===== config.mk =====
export PLATFORM = sky130hd
export DESIGN_NAME = pp_pwm_steer
export DESIGN_NICKNAME = d
export VERILOG_FILES = /design/src/rtl/pp_pwm_pkg.sv /design/src/rtl/pp_ramp_osc.sv /design/src/rtl/pp_ilim_catch.sv /design/src/rtl/pp_sd_integ.sv /design/src/rtl/pp_steer_out.sv /design/src/rtl/pp_pwm_steer.sv
export SDC_FILE = /design/constraint.sdc
export NUM_CORES = 1
export LEC_CHECK = 0
export BUFFER_PORTS_ARGS = -buffer_cell sky130_fd_sc_hd__buf_2
export CORE_MARGIN = 2
export CORE_UTILIZATION = 50
export CTS_BUF_LIST = sky130_fd_sc_hd__clkbuf_4 sky130_fd_sc_hd__clkbuf_8 sky130_fd_sc_hd__clkbuf_16
export CTS_CLUSTER_DIAMETER = 80
export DETAILED_ROUTE_END_ITERATION = 7
export PLACE_DENSITY = 0.78
export SYNTH_ARGS = -nofsm -noshare
export SYNTH_HDL_FRONTEND = slang
export SYNTH_HIERARCHICAL = 1
export SYNTH_SLANG_ARGS = --single-unit

===== constraint.sdc =====
create_clock -name clk -period 5.3 [get_ports clk]
set_input_delay 0.265 -clock clk [delete_from_list [all_inputs] [get_ports clk]]
set_output_delay 0.265 -clock clk [all_outputs]
set_load 0.005 [all_outputs]

===== src/rtl/pp_pwm_pkg.sv =====
package pp_pwm_pkg;

   // Steering phase: low selects switch A, high selects switch B.
   typedef enum logic {
      SEL_A = 1'b0,
      SEL_B = 1'b1
   } steer_e;

   // Number of switch channels driven by the steering stage.
   localparam int unsigned NUM_CH = 2;

endpackage


===== src/rtl/pp_ramp_osc.sv =====
module pp_ramp_osc
   import pp_pwm_pkg::*;
#(
   parameter int unsigned CNT_W        = 10,
   parameter int unsigned TERM_CNT     = 499,
   parameter int unsigned BLANK_CYCLES = 4
) (
   input  logic             clk,
   input  logic             rst,
   output logic [CNT_W-1:0] ramp_o,
   output logic             wrap_o,
   output logic             blank_o,
   output steer_e           phase_o
);

   localparam logic [CNT_W-1:0] TERM_V  = CNT_W'(TERM_CNT);
   localparam logic [CNT_W-1:0] BLANK_V = CNT_W'(BLANK_CYCLES);

   initial begin : g_param_chk
      assert (TERM_CNT < (2 ** CNT_W))
         else $fatal(1, "pp_ramp_osc: TERM_CNT does not fit CNT_W");
      assert (BLANK_CYCLES > 0 && BLANK_CYCLES < TERM_CNT)
         else $fatal(1, "pp_ramp_osc: BLANK_CYCLES out of range");
   end

   logic [CNT_W-1:0] ramp_q;
   steer_e           phase_q;
   logic             at_term;

   assign at_term = (ramp_q == TERM_V);

   // Ramp counter and divide-by-two steering flop.
   always_ff @(posedge clk) begin
      if (rst) begin
         ramp_q  <= '0;
         phase_q <= SEL_A;
      end else if (at_term) begin
         ramp_q  <= '0;
         phase_q <= (phase_q == SEL_A) ? SEL_B : SEL_A;
      end else begin
         ramp_q  <= ramp_q + 1'b1;
      end
   end

   assign ramp_o  = ramp_q;
   assign wrap_o  = at_term;
   assign blank_o = (ramp_q < BLANK_V);
   assign phase_o = phase_q;

endmodule


===== src/rtl/pp_ilim_catch.sv =====
module pp_ilim_catch #(
   parameter int unsigned SYNC_STAGES = 2
) (
   input  logic clk,
   input  logic rst,
   input  logic ilim_i,
   input  logic wrap_i,
   output logic hit_o,
   output logic period_lim_o
);

   initial begin : g_param_chk
      assert (SYNC_STAGES >= 2)
         else $fatal(1, "pp_ilim_catch: at least two synchronizer stages required");
   end

   logic [SYNC_STAGES-1:0] sync_q;
   logic                   ilim_s;
   logic                   hit_q;

   // Synchronizer chain, one flop per stage.
   genvar st;
   generate
      for (st = 0; st < SYNC_STAGES; st++) begin : g_sync
         if (st == 0) begin : g_first
            always_ff @(posedge clk) begin
               if (rst) sync_q[st] <= 1'b0;
               else     sync_q[st] <= ilim_i;
            end
         end else begin : g_next
            always_ff @(posedge clk) begin
               if (rst) sync_q[st] <= 1'b0;
               else     sync_q[st] <= sync_q[st-1];
            end
         end
      end
   endgenerate

   assign ilim_s = sync_q[SYNC_STAGES-1];

   // Cut latch: holds until the period boundary.
   always_ff @(posedge clk) begin
      if (rst)         hit_q <= 1'b0;
      else if (wrap_i) hit_q <= 1'b0;
      else if (ilim_s) hit_q <= 1'b1;
   end

   assign hit_o        = hit_q;
   assign period_lim_o = hit_q | ilim_s;

endmodule


===== src/rtl/pp_sd_integ.sv =====
module pp_sd_integ #(
   parameter int unsigned CNT_W = 10,
   parameter int unsigned INT_W = 8
) (
   input  logic             clk,
   input  logic             rst,
   input  logic             wrap_i,
   input  logic             period_lim_i,
   input  logic [CNT_W-1:0] duty_cmd_i,
   output logic [CNT_W-1:0] duty_q_o,
   output logic [INT_W-1:0] integ_o
);

   initial begin : g_param_chk
      assert (INT_W >= 1 && INT_W <= CNT_W)
         else $fatal(1, "pp_sd_integ: INT_W must lie in 1..CNT_W");
   end

   localparam logic [INT_W-1:0] INT_MAX = '1;

   logic [INT_W-1:0] integ_q;
   logic [CNT_W-1:0] duty_q;
   logic [CNT_W-1:0] integ_ext;
   logic [CNT_W:0]   diff;
   logic [CNT_W-1:0] duty_eff;

   assign integ_ext = CNT_W'(integ_q);
   assign diff      = {1'b0, duty_cmd_i} - {1'b0, integ_ext};
   assign duty_eff  = diff[CNT_W] ? '0 : diff[CNT_W-1:0];

   always_ff @(posedge clk) begin
      if (rst) begin
         integ_q <= '0;
         duty_q  <= '0;
      end else if (wrap_i) begin
         duty_q <= duty_eff;
         if (period_lim_i) begin
            if (integ_q != INT_MAX) integ_q <= integ_q + 1'b1;
         end else begin
            if (integ_q != '0)      integ_q <= integ_q - 1'b1;
         end
      end
   end

   assign duty_q_o = duty_q;
   assign integ_o  = integ_q;

endmodule


===== src/rtl/pp_steer_out.sv =====
module pp_steer_out
   import pp_pwm_pkg::*;
#(
   parameter int unsigned CNT_W = 10
) (
   input  logic               rst,
   input  logic [CNT_W-1:0]   ramp_i,
   input  logic [CNT_W-1:0]   duty_i,
   input  logic               blank_i,
   input  steer_e             phase_i,
   input  logic               hit_i,
   output logic [NUM_CH-1:0]  drv_o
);

   logic cmp_hi;   // high once the ramp has reached the duty
   logic phase_b;

   assign cmp_hi  = (ramp_i >= duty_i) | hit_i;
   assign phase_b = (phase_i == SEL_B);

   // Each channel fires only when all three inhibit terms are low.
   genvar ch;
   generate
      for (ch = 0; ch < NUM_CH; ch++) begin : g_ch
         logic sel_inh;
         if (ch == 0) begin : g_a
            assign sel_inh = phase_b;
         end else begin : g_b
            assign sel_inh = ~phase_b;
         end
         assign drv_o[ch] = ~(blank_i | sel_inh | cmp_hi) & ~rst;
      end
   endgenerate

endmodule


===== src/rtl/pp_pwm_steer.sv =====
module pp_pwm_steer
   import pp_pwm_pkg::*;
#(
   parameter int unsigned CNT_W        = 10,
   parameter int unsigned TERM_CNT     = 499,
   parameter int unsigned BLANK_CYCLES = 4,
   parameter int unsigned INT_W        = 8,
   parameter int unsigned SYNC_STAGES  = 2
) (
   input  logic             clk,
   input  logic             rst,
   input  logic [CNT_W-1:0] duty_cmd,
   input  logic             ilim_in,
   output logic             drv_a,
   output logic             drv_b
);

   logic [CNT_W-1:0]  ramp_w;
   logic              wrap_w;
   logic              blank_w;
   steer_e            phase_w;
   logic              hit_w;
   logic              plim_w;
   logic [CNT_W-1:0]  duty_w;
   logic [INT_W-1:0]  integ_w;
   logic [NUM_CH-1:0] drv_w;

   pp_ramp_osc #(
      .CNT_W        (CNT_W),
      .TERM_CNT     (TERM_CNT),
      .BLANK_CYCLES (BLANK_CYCLES)
   ) u_osc (
      .clk     (clk),
      .rst     (rst),
      .ramp_o  (ramp_w),
      .wrap_o  (wrap_w),
      .blank_o (blank_w),
      .phase_o (phase_w)
   );

   pp_ilim_catch #(
      .SYNC_STAGES (SYNC_STAGES)
   ) u_ilim (
      .clk          (clk),
      .rst          (rst),
      .ilim_i       (ilim_in),
      .wrap_i       (wrap_w),
      .hit_o        (hit_w),
      .period_lim_o (plim_w)
   );

   pp_sd_integ #(
      .CNT_W (CNT_W),
      .INT_W (INT_W)
   ) u_integ (
      .clk          (clk),
      .rst          (rst),
      .wrap_i       (wrap_w),
      .period_lim_i (plim_w),
      .duty_cmd_i   (duty_cmd),
      .duty_q_o     (duty_w),
      .integ_o      (integ_w)
   );

   pp_steer_out #(
      .CNT_W (CNT_W)
   ) u_out (
      .rst     (rst),
      .ramp_i  (ramp_w),
      .duty_i  (duty_w),
      .blank_i (blank_w),
      .phase_i (phase_w),
      .hit_i   (hit_w),
      .drv_o   (drv_w)
   );

   assign drv_a = drv_w[0];
   assign drv_b = drv_w[1];

endmodule


Yosys cells after proc, flatten, opt, wreduce, memory -nomap -nowiden
Cells that the tools add are included.
- add/sub/neg operators: 4
- $mul: 0
- div/mod/pow operators: 0
- order comparisons: 2
- eq/ne operators: 3
- shifts and indexed selects: 0
- multiplexer cells: 5
- bitwise logic cells: 12
- reductions and logical operators: 4
- operators with widths (operator ; count):
    $mux 8 ; 3
    $sub 10x8->11 ; 1
    $add 10x1->10 const B ; 1
    $eq 10x9->1 const B ; 1
    $ge 10x10->1 ; 1
    $lt 10x3->1 const B ; 1
    $mux 10 ; 1
    $add 8x1->8 const B ; 1
    $ne 8x8->1 const B ; 1
    $reduce_bool 8->1 ; 1
    $sub 8x1->8 const B ; 1
    $or 1x1->1 ; 6
    $not 1->1 ; 4
    $reduce_and 3->1 ; 1
    $and 1x1->1 ; 2
    $ne 2x1->1 const B ; 1
    $reduce_bool 2->1 ; 1
    $reduce_or 2->1 ; 1
    $mux 1 ; 1
- register bits after elaboration: 32
- latch bits: 0
- memory bits (writable): 0
- memory bits (read-only): 0
- input port bits: 13
- output and inout bits: 2
- logic and storage cells: 37
- memories: 0

Depth between registers and ports, before layout
Gate-level depths: netlist of the first run.
- word-level depth: 5
- gate-level depth with buffers: 8
- mapped depth without buffers: 8

By module
Netlist of the first run, hierarchy kept.
- modules (own cells, without submodules) (module ; times used ; cells an instance ; area each (µm²) ; seq. area each (µm²)):
    pp_sd_integ ; 1 ; 186 ; 1493.9 ; 360.3
    pp_ramp_osc ; 1 ; 59 ; 534.3 ; 220.2
    pp_steer_out ; 1 ; 37 ; 279.0 ; 0.0
    pp_ilim_catch ; 1 ; 7 ; 86.3 ; 60.1

Worst setup path after synthesis of the first run
OpenSTA, ideal clock, no wires.
- path type: flip-flop to flip-flop
- from: reg u_integ.integ_q[0] (netlist: u_integ/integ_o[0])
- to: reg u_integ.duty_q[7] (netlist: u_integ/duty_q_o[7])
- setup time: 0.095 ns
- arrival: 1.982 ns
- required time: 5.205 ns
- setup slack: 3.223 ns
- stages on the path, launching flop included: 8
- buffers on the path: 0
- clock period less this slack: 2.077 ns
- path through: dfxtp_1 ha_1 fa_1 nor2b_1 o31ai_2 a21oi_2 or4b_1 o311ai_1
- word-level cells in the longest chain between the ends: 2
- RTL lines (what ; line ; RTL):
    from (decl) ; pp_sd_integ.sv:21 ; logic [INT_W-1:0] integ_q;
    from (signal assigned) ; pp_sd_integ.sv:38 ; if (integ_q != INT_MAX) integ_q <= integ_q + 1'b1;
    from (signal assigned) ; pp_sd_integ.sv:40 ; if (integ_q != '0) integ_q <= integ_q - 1'b1;
    $sub 10x8->11 ; pp_sd_integ.sv:28 ; assign diff = {1'b0, duty_cmd_i} - {1'b0, integ_ext};
    $mux 10 ; pp_sd_integ.sv:29 ; assign duty_eff = diff[CNT_W] ? '0 : diff[CNT_W-1:0];
    to (signal assigned) ; pp_sd_integ.sv:36 ; duty_q <= duty_eff;
    to (decl) ; pp_sd_integ.sv:22 ; logic [CNT_W-1:0] duty_q;
Every way passes these cells.
A chain may end at the register's enable or synchronous reset.

Worst setup path in the final report of the first run
- from: reg u_osc.ramp_q[0] (netlist: u_osc/ramp_o[0])
- to: reg u_integ.duty_q[9] (netlist: u_integ/duty_q_o[9])
- word-level cells in the longest chain between the ends: 1
- RTL lines (what ; line ; RTL):
    from (decl) ; pp_ramp_osc.sv:26 ; logic [CNT_W-1:0] ramp_q;
    from (signal assigned) ; pp_ramp_osc.sv:41 ; ramp_q <= ramp_q + 1'b1;
    $eq 10x9->1 ; pp_ramp_osc.sv:30 ; assign at_term = (ramp_q == TERM_V);
    net wrap_w ; pp_pwm_steer.sv:19 ; logic wrap_w;
The timed path passes the listed nets, and every way through them passes these cells.

==> metrics, run 1 <==
Post-Syn Area between 2000 and 2500 sq um; top routing layer in use met4; final cell count without fillers between 300 and 400; Final setup viols 0; First DRT Iteration DRCs 67; post-synthesis adder-cell area fraction 0.1526; area of the core approximately 4700 sq um; Reg2Reg Depth 6; Die Wd 73.19 um; hold_sp ilim_in; min Tclk post-route 2520 ps; Reg2Reg Setup Slack between 2000 and 3000 ps; WP data required 5480 ps; met2 WL ~2500 um; final worst path period share 0.4755; Static Leak around 1.0 nW; GPL Wtd Cong 0.8848; gr usage total 0.2131; CTS clk-pin slew, worst paths 70 ps; ant diodes 0; power per cell area ~210 nW/um^2; DRT Wirelength ~5200 um; post-synthesis mux area share 0.02091; antenna-violating nets left 0; FMAX between 300 and 400 MHz; FF-to-FF Start u_osc/ramp_o[0]$_SDFF_PP0_; compound-cell area share of the yosys netlist 0.2101; layout net count ~350; Max Clock Skew 7.047 ps; boundary pin count 15; RSZ-0062 raised after global routing no; Detailed Routing Iterations Pass 1 4; Clk pwr share 0.424; worst vdd ir about 0.12 mV; Mean Syn Cell Area between 8 and 9 sq um; total number of vias about 2100; YS warnings 6; dpl cells 351; layout cells sized above 1 0.1344; IO Port Bufs 14; global-route wire length before repair between 8000 and 9000 um; antenna violations before repair 0; reg2reg end u_integ/duty_q_o[9]$_SDFFE_PP0P_; ys async rst share 0; Worst Path Max Fanout 15; Post-Route M1 WL approximately 2500 um; Yosys reg bits 32; Syn Inst Count 289; cell internal pwr roughly 420 uW; total gr overflow 0; Least-Margin Pin Slew ~610 ps; Post-Synth Simple-Gate Area 0.2588; Net Sw Power around 140 uW; status finished, final reports clean; sequential share of power 0.446; clock buffer depth 2; clk sink count 32; crit path DAT between 2000 and 3000 ps; H-tree levels 2; Netlist cell types 58; DR WL/cell between 10 and 15 um; max_slew headroom 0.5908; Final Max Slew Viols 0; critical path's slowest cell or4_1; Setup TNS Final 0 ps; share of the yosys chip area belonging to registers 0.2676; Post-CTS Setup Inserts 0; CP Launch Type flop; part of the power in combinational logic 0.130; area grow syn2layout 8.991%; Post-Layout Inst Area 2609 sq um; placed cell area roughly 2500 sq um; worst hold stages 2; hold buffers post-CTS 0; clock root buffer clkbuf_8; main combinational cell family by area after synthesis simple AND/OR/NAND/NOR gates; Skew-Pair Late Insertion Delay 290 ps; largest net degree at the start of global routing 33; vias in the first global route about 2000; EDFF count, synth 0; sw frac 0.2454; wire length on met3 154 um; crit end category flop; Chip Height around 73 um; Resize count post-CTS 0; WS Path Type flop to flop; Die ar. 5357 sq um; drt drc 0; Cell Rows 25; syn_nets 330; worst hold endpoint u_ilim/sync_q[0]$_SDFF_PP0_; critical-path cell list ha_1 > nand2_1 > nor3_4 > inv_1 > or4_1 > o2111a_1; Synth Area in XOR/XNOR 0.03659; initial core utilization 0.5136; Max Cap Viol 0; TritonCTS buffer count 5; Post-DP HPWL between 3000 and 4000 um; main flop type after synthesis dfxtp_1; Final Hold Violating Endpoints 0; DR vias/cell just under 6; Largest stage delay, worst path a little under 600 ps; Hold/Removal Path Class input port to flop; CTS tree yes
-- power groups by stage --
stage                     clock network [mW]  logic (mW)  registers, mW
after global routing                   0.252      0.0808          0.248
final                                  0.235      0.0718          0.247
after global placement                     0      0.0695          0.252
after floorplan                            0      0.0532          0.252
after CTS                              0.243      0.0711          0.247
after detailed placement                   0      0.0704          0.253
-- final cells by class --
type | count | area [sq um]
fill | 435 | 2052
multi-input combinational | 226 | 1625
sequential | 32 | 640.6
inverter | 25 | 93.84
clock buffer | 6 | 76.32
timing repair buffer | 14 | 70.07
tap | 54 | 67.56
clock inverter | 2 | 35.03
-- state kept, by name (all words and copies together) (netlist names) --
name              count
u_ilim/hit_o          1
u_ilim/sync_q         1
u_ilim/ilim_s         1
u_osc/ramp_o         10
u_integ/duty_q_o     10
u_osc/phase_o         1
u_integ/integ_o       8
-- worst max path at each step --
stage	from	end	slack, ps	cells past startpoint
finish	u_osc/ramp_o[0]$_SDFF_PP0_	u_integ/duty_q_o[9]$_SDFFE_PP0P_	2780	6
floorplan	u_integ/integ_o[0]$_SDFFE_PP0P_	u_integ/duty_q_o[7]$_SDFFE_PP0P_	3220	7
CTS	u_osc/ramp_o[2]$_SDFF_PP0_	u_integ/duty_q_o[9]$_SDFFE_PP0P_	2770	5
global placement	u_osc/ramp_o[2]$_SDFF_PP0_	u_integ/duty_q_o[9]$_SDFFE_PP0P_	2900	5
global route	u_osc/ramp_o[0]$_SDFF_PP0_	u_integ/duty_q_o[5]$_SDFFE_PP0P_	2530	7
detailed placement	u_osc/ramp_o[2]$_SDFF_PP0_	u_integ/duty_q_o[9]$_SDFFE_PP0P_	2820	5
-- metal layers --
layer	up-vias	track usage
li1	1084	-
met2	34	0.3453
met3	10	0.04558
met1	987	0.2760
met5	-	0
met4	0	0.08230
-- cell usage in the layout (no fill, tap or decap), types with 5 or more instances in the layout --
| cell | n |
|---|---|
| nand2b_1 | 5 |
| xnor2_1 | 7 |
| a21o_1 | 8 |
| nand3_1 | 12 |
| clkbuf_8 | 5 |
| a211oi_1 | 6 |
| a21oi_1 | 23 |
| nand2_1 | 15 |
| o21ai_0 | 12 |
| buf_2 | 14 |
| ha_1 | 26 |
| dfxtp_1 | 32 |
| inv_1 | 24 |
| mux2i_1 | 5 |
| nor2_1 | 26 |
| nor3_1 | 12 |
-- kinds of logic after synthesis --
kind of cell               Yosys count
DFF                                 32
adders and majority gates           28
and+or+nand+nor                    109
xor gates and xnor gates            10
muxes                                5
buffers and inverters               31
AOI/OAI and AO/OA                   74
-- cells in the mapped netlist (all sizes together), types with 5 or more instances --
| cell type | n | area (sq um) |
|---|---|---|
| dfxtp | 32 | 640.6 |
| ha | 26 | 325.3 |
| nor2 | 26 | 97.59 |
| a21oi | 25 | 132.6 |
| inv | 25 | 93.84 |
| nand2 | 15 | 56.30 |
| nor3 | 14 | 86.34 |
| nand3 | 13 | 70.07 |
| o21ai | 12 | 60.06 |
| a21o | 8 | 60.06 |
| a211oi | 7 | 57.55 |
| xnor2 | 7 | 61.31 |
| and3 | 5 | 42.54 |
| mux2i | 5 | 50.05 |
| nand2b | 5 | 31.28 |
-- per-stage QoR --
step / utilization / total power [mW] / worst slack, ps / hold slack (ps)
after floorplan: - / 0.3050 / 3223 / 334.1
after global placement: 0.5358 / 0.3218 / 2904 / 429.5
after detailed placement: 0.5358 / 0.3231 / 2824 / 427.6
after CTS: 0.5597 / 0.5613 / 2774 / 182.8
after global routing: 0.5597 / 0.5808 / 2528 / 187.8
final: 0.5597 / 0.5537 / 2780 / 186.9
-- worst max-delay path: cells and delay by family, from the launching register on --
family,cells,cell delay (ps)
buffers and inverters,1,320
AO/OA/AOI/OAI,1,130
flip-flops,1,440
adder cells (fa/ha/maj),1,270
AND/OR/NAND/NOR,3,1240
Note: power is estimated with default switching activity, not from simulation.
==> run 2, diff against run 1 <==
--- a/config.mk
+++ b/config.mk
@@ -5,13 +5,14 @@
 export SDC_FILE = /design/constraint.sdc
 export NUM_CORES = 1
 export LEC_CHECK = 0
+export ABC_AREA = 1
 export BUFFER_PORTS_ARGS = -buffer_cell sky130_fd_sc_hd__buf_2
 export CORE_MARGIN = 2
 export CORE_UTILIZATION = 50
 export CTS_BUF_LIST = sky130_fd_sc_hd__clkbuf_4 sky130_fd_sc_hd__clkbuf_8 sky130_fd_sc_hd__clkbuf_16
 export CTS_CLUSTER_DIAMETER = 80
 export DETAILED_ROUTE_END_ITERATION = 7
-export PLACE_DENSITY = 0.78
+export PLACE_DENSITY = 0.8
 export SYNTH_ARGS = -nofsm -noshare
 export SYNTH_HDL_FRONTEND = slang
 export SYNTH_HIERARCHICAL = 1
==> constraint.sdc (replaced) <==
create_clock -name clk -period 2.11 [get_ports clk]
set_input_delay 0.1055 -clock clk [delete_from_list [all_inputs] [get_ports clk]]
set_output_delay 0.1055 -clock clk [all_outputs]
set_load 0.005 [all_outputs]
==> run 2 against run 1 <==
Against the previous run:
- fmax up 27%
- global-route usage down 1.4 points
- die area up 0.99%
- cell area up 1.2%
==> metrics, run 2 <==
status finished, final reports clean; final cell count without fillers 438; Final Max Slew Viols 0; Yosys reg bits 32; drt drc 0; Synth area leaders dfxtp_1, nand2_1, ha_1, inv_1, nor2_1; worst hold stages 3; FF-to-FF Start u_integ/integ_o[0]$_SDFFE_PP0P_; initial core utilization 0.5155; antenna-violating nets left 0; compound-cell area share of the yosys netlist 0.08795; main flop type after synthesis dfxtp_1; clock root buffer clkbuf_8; hold_sp ilim_in; First DRT Iteration DRCs approximately 100; final core utilization 0.5629; Mean Syn Cell Area ~6.6 sq um; antenna violations before repair 0; biggest area consumer among synthesized cells dfxtp_1; CTS clk-pin slew, worst paths approximately 60 ps; worst hold endpoint u_ilim/sync_q[0]$_SDFF_PP0_; Setup TNS Final 0 ps; H-tree levels 2; critical path's slowest cell fa_1; Netlist cell types 29; crit-path leading delay family simple AND/OR/NAND/NOR gates; final worst path period share 0.9387; Hold/Removal Path Class input port to flop; Least-Margin Pin Slew between 300 and 400 ps; Die ar. about 5400 sq um; Post-Syn Area between 2000 and 2500 sq um; global-route wire length before repair ~8500 um; EDFF count, synth 0; DRT Wirelength roughly 5000 um; max_slew headroom 0.7382; vias in the first global route slightly above 2000; Final Hold Violating Endpoints 0; YS warnings 6; crit path buf inv count 0; commonest cells after routing, fill and taps aside nand2_1, inv_1, nor2_1; Synth top area share 0.2649; clk sink count 32; crit end category flop; layout cells sized above 1 0.1250; Static Leak 1.225 nW; FMAX slightly above 500 MHz; CTS tree yes; WS Path Type flop to flop; Max Cap Viol 0; Cell Rows 25; syn_nets about 400; ant diodes 0; total gr overflow 0; share of the yosys chip area belonging to registers 0.2649; DR WL/cell 11.50 um; largest net degree at the start of global routing 18; gr usage total 0.1988; critical-path cell list ha_2 > fa_1 > nand3b_1 > nand2_2 > nand2_1 > nand2_1 > nand2_2 > or2_1 > a21oi_2; dpl cells 431; Max Clock Skew 6.992 ps; Post-DP HPWL 4068 um; RSZ-0062 raised after global routing no; Synth Area in XOR/XNOR 0.04346; Worst Path Max Fanout 5; Reg2Reg Setup Slack 130 ps; Commonest cells post-synth nand2_1, inv_1, nor2_1; placed cell area ~2600 sq um; Post-Synth Simple-Gate Area 0.3471; CP Launch Type flop; post-synthesis adder-cell area fraction 0.1511; min Tclk post-route 1981 ps; Chip Height around 74 um; area grow syn2layout 9.208%; Largest stage delay, worst path 390 ps; Post-CTS Setup Inserts 0; ys async rst share 0; worst vdd ir between 0.3 and 0.4 mV; total number of vias around 2200; layout net count between 400 and 500; most numerous cell in the Yosys netlist nand2_1; area of the core 4692 sq um; Storage cell area 640.6 sq um; GPL Wtd Cong 0.8558; Detailed Routing Iterations Pass 1 4; IO Port Bufs 14; main combinational cell family by area after synthesis simple AND/OR/NAND/NOR gates; crit path DAT roughly 2200 ps; reg2reg end u_integ/duty_q_o[0]$_SDFFE_PP0P_; boundary pin count 15; FILL cells 453; clock buffer depth 2; Post-Layout Inst Area roughly 2600 sq um; Skew-Pair Late Insertion Delay around 280 ps; area occupied by multi-input gates around 1500 sq um; WHS roughly 35 ps; power per cell area 472.1 nW/um^2; post-synthesis mux area share 0; most common library cell in the layout ignoring fill and taps nand2_1; Die Wd ~74 um; TritonCTS buffer count 5; Syn Inst Count roughly 360; Final setup viols 0; DR vias/cell slightly above 5; WP data required 2320 ps; Reg2Reg Depth 9
==> run 2: cell types whose count changed after synthesis, moves of 9 or more <==
cell / change
nand2_1: +77
nor3_1: -11
nor2_1: +14
nand3_1: +9
inv_1: +36
==> run 2: power breakdown <==
group	internal [mW]	leakage (nW)	total, mW	switching (mW)
combinational	0.0672	0.921	0.177	0.110
clock	0.237	0.0445	0.451	0.214
sequential	0.612	0.259	0.619	0.00702
total	0.916	1.22	1.25	0.331
==> run 2: how the worst max path moves through the flow <==
stage,slack (ps),depth (start not counted),from,end
4_1_cts,90,9,u_integ/integ_o[0]$_SDFFE_PP0P_,u_integ/duty_q_o[0]$_SDFFE_PP0P_
6_report,130,9,u_integ/integ_o[0]$_SDFFE_PP0P_,u_integ/duty_q_o[0]$_SDFFE_PP0P_
2_1_floorplan,320,9,u_integ/integ_o[0]$_SDFFE_PP0P_,u_integ/duty_q_o[1]$_SDFFE_PP0P_
3_5_place_dp,120,9,u_integ/integ_o[0]$_SDFFE_PP0P_,u_integ/duty_q_o[0]$_SDFFE_PP0P_
3_3_place_gp,150,10,u_integ/integ_o[0]$_SDFFE_PP0P_,u_integ/duty_q_o[9]$_SDFFE_PP0P_
5_1_grt,20,9,u_integ/integ_o[0]$_SDFFE_PP0P_,u_integ/duty_q_o[1]$_SDFFE_PP0P_
==> run 2: what timing repair did <==
item / in CTS / in global routing
hold buffers: 0 / 0
hold endpoints to repair: 0 / 0
endpoints found under the setup margin: 0 / 13
resized for setup: 0 / 4
==> run 2: logic make-up (layout without fill, tap and decap cells) <==
kind of cell | after synthesis | in the layout
AO/OA/AOI/OAI | 40 | 40
XOR/XNOR | 12 | 12
adder cells (fa/ha/maj) | 28 | 28
buffers and inverters | 67 | 87
flip-flops | 32 | 32
AND/OR/NAND/NOR | 185 | 185
==> run 2: layer usage <==
layer / share of wire / track usage / wire (um)
met1: 0.46 / 0.2464 / 2326
met2: 0.51 / 0.3522 / 2558
met3: 0.024 / 0.03292 / 122
met4: 0.0062 / 0.05657 / 31
met5: 0 / 0 / 0
==> run 2: area by class of cell <==
cell class | instances | share of cell area
multi-input combinational | 265 | 0.5784
clock inverter | 1 | 0.001895
tap | 54 | 0.02558
inverter | 65 | 0.09332
clock buffer | 6 | 0.02890
sequential | 32 | 0.2425
timing repair buffer | 15 | 0.02937
==> run 2: tightest hold or removal path, stage by stage <==
cell	delay, ps
buf_2	80
inv_1	30
nor2_1	60
==> run 2: per-stage QoR <==
step | total power [mW] | setup WS, ps
final | 1.247 | 129.3
after global routing | 1.309 | 20.52
after CTS | 1.259 | 91.31
after detailed placement | 0.8074 | 116.0
after global placement | 0.8017 | 147.9
after floorplan | 0.7631 | 319.0
==> run 3, diff against run 2 <==
--- a/config.mk
+++ b/config.mk
@@ -12,7 +12,9 @@
 export CTS_BUF_LIST = sky130_fd_sc_hd__clkbuf_4 sky130_fd_sc_hd__clkbuf_8 sky130_fd_sc_hd__clkbuf_16
 export CTS_CLUSTER_DIAMETER = 80
 export DETAILED_ROUTE_END_ITERATION = 7
+export GPL_TIMING_DRIVEN = 1
 export PLACE_DENSITY = 0.8
+export RECOVER_POWER = 50
 export SYNTH_ARGS = -nofsm -noshare
 export SYNTH_HDL_FRONTEND = slang
 export SYNTH_HIERARCHICAL = 1
==> run 3 against run 2 <==
Against the previous run:
- wire length is 0.46% higher
- worst hold slack worse by 0.86 ps
- combinational power hardly changed
- non-clock buffer count stayed put
- sequential share of layout area is 0.13 points higher
- first-iteration DRC count is 8.8% higher
- setup slack worse by 6.1 ps
- cell area is 0.52% lower
- fmax is 0.31% lower
- core utilization is 0.29 points lower
- clock skew is 1.1 ps lower
- via count is 0.22% higher
- critical path type unchanged
- critical endpoint unchanged
- largest cell class unchanged
- largest power group unchanged
==> metrics, run 3 (synthesized netlist as in run 2, its figures left out) <==
First DRT Iteration DRCs ~110; layout cells sized above 1 0.1120; CP Launch Type flop; crit path buf inv count 0; Largest stage delay, worst path 390 ps; Crit path depth 9; min Tclk post-route between 1500 and 2000 ps; crit-path leading delay family simple AND/OR/NAND/NOR gates; FILL cells 456; Final Hold Violating Endpoints 0; FMAX about 500 MHz; TritonCTS buffer count 5; Worst Slack Setup Final 123.3 ps; Final setup viols 0; WS Path Type flop to flop; GPL Wtd Cong about 0.86; boundary pin count 15; clock root buffer clkbuf_8; gr usage total 0.1988; CTS clk-pin slew, worst paths about 60 ps; total power between 1 and 1.5 mW; crit end category flop; Least-Margin Pin Slew around 820 ps; clk sink count 32; area grow syn2layout 8.639%; antenna violations before repair 0; clock buffer depth 2; H-tree levels 2; layout net count between 400 and 500; DR WL/cell 11.56 um; Post-CTS Setup Inserts 0; Cell Rows 25; Chip Height roughly 74 um; WP data required approximately 2300 ps; area of the core about 4700 sq um; DRT Wirelength roughly 5000 um; IO Port Bufs 14; power per cell area ~470 nW/um^2; worst slack, placed ~120 ps; Max Cap Viol 0; CTS tree yes; worst hold stages 3; vias in the first global route a little over 2000; worst vdd ir 0.3527 mV; total gr overflow 0; DR vias/cell slightly above 5; Post-DP HPWL about 4100 um; Reg2Reg Setup Slack between 100 and 150 ps; Worst Path Max Fanout 5; drt drc 0; most common library cell in the layout ignoring fill and taps nand2_1; RSZ-0062 raised after global routing no; Reg2Reg Depth 9; total number of vias around 2200; antenna-violating nets left 0; Final Max Slew Viols 0; global-route wire length before repair 8500 um; final core utilization 0.5600; commonest cells after routing, fill and taps aside nand2_1, inv_1, nor2_1; crit path DAT about 2200 ps; initial core utilization 0.5155; final worst path period share 0.9416; WHS approximately 35 ps; status finished, final reports clean; largest net degree at the start of global routing 18; critical path's slowest cell fa_1; Die ar. about 5400 sq um; Skew-Pair Late Insertion Delay 280 ps; Hold/Removal Path Class input port to flop; max_slew headroom 0.4528; Detailed Routing Iterations Pass 1 4; Die Wd between 70 and 80 um; ant diodes 0; Max Clock Skew approximately 5.8 ps; critical-path cell list ha_2 > fa_1 > nand3b_1 > nand2_2 > nand2_1 > nand2_1 > nand2_2 > or2_1 > a21oi_2; Static Leak between 1 and 1.5 nW; Setup TNS Final 0 ps
==> run 3: final timing paths <==
path | start | to
worst min-delay path | ilim_in | u_ilim/sync_q[0]$_SDFF_PP0_
worst min register to register | u_ilim/sync_q[0]$_SDFF_PP0_ | u_ilim/ilim_s$_SDFF_PP0_
worst max-delay path | u_integ/integ_o[0]$_SDFFE_PP0P_ | u_integ/duty_q_o[0]$_SDFFE_PP0P_
worst max register to register | u_integ/integ_o[0]$_SDFFE_PP0P_ | u_integ/duty_q_o[0]$_SDFFE_PP0P_
==> run 3: what timing repair did <==
item,CTS,global route
endpoints found under the setup margin,0,13
gates resized for setup,0,4
hold buffers,0,0
==> run 3: final cells by class <==
type | instances | area (sq um) | area share
Sequential cell | 32 | 640.6 | 0.2438
Timing Repair Buffer | 15 | 73.82 | 0.02810
Clock buffer | 6 | 76.32 | 0.02905
Clock inverter | 1 | 5.005 | 0.001905
Tap cell | 54 | 67.56 | 0.02571
Multi-Input combinational cell | 265 | 1518 | 0.5776
Inverter | 65 | 246.5 | 0.09381
==> run 3: power by group <==
group          internal, mW  switching [mW]  total [mW]
combinational        0.0663           0.110       0.176
sequential            0.612         0.00700       0.619
clock                 0.237           0.214       0.451
==> run 3: metal layers <==
| layer | up-vias | GRT usage | wire length, um |
|---|---|---|---|
| li1 | 1190 | - | - |
| met1 | 1012 | 0.2464 | 2354 |
| met2 | 28 | 0.3522 | 2530 |
| met3 | 4 | 0.03292 | 127 |
| met4 | 0 | 0.05657 | 50 |
| met5 | - | 0 | 0 |
==> run 3: metrics by stage <==
step	area, sq um	cells
2_1_floorplan	2419	364
3_3_place_gp	2552	431
3_5_place_dp	2552	431
4_1_cts	2634	438
5_1_grt	2628	438
6_report	2628	438
==> run 3: worst min-delay path: stages <==
cell    delay (ps)
buf_2           80
inv_1           30
nor2_1          60
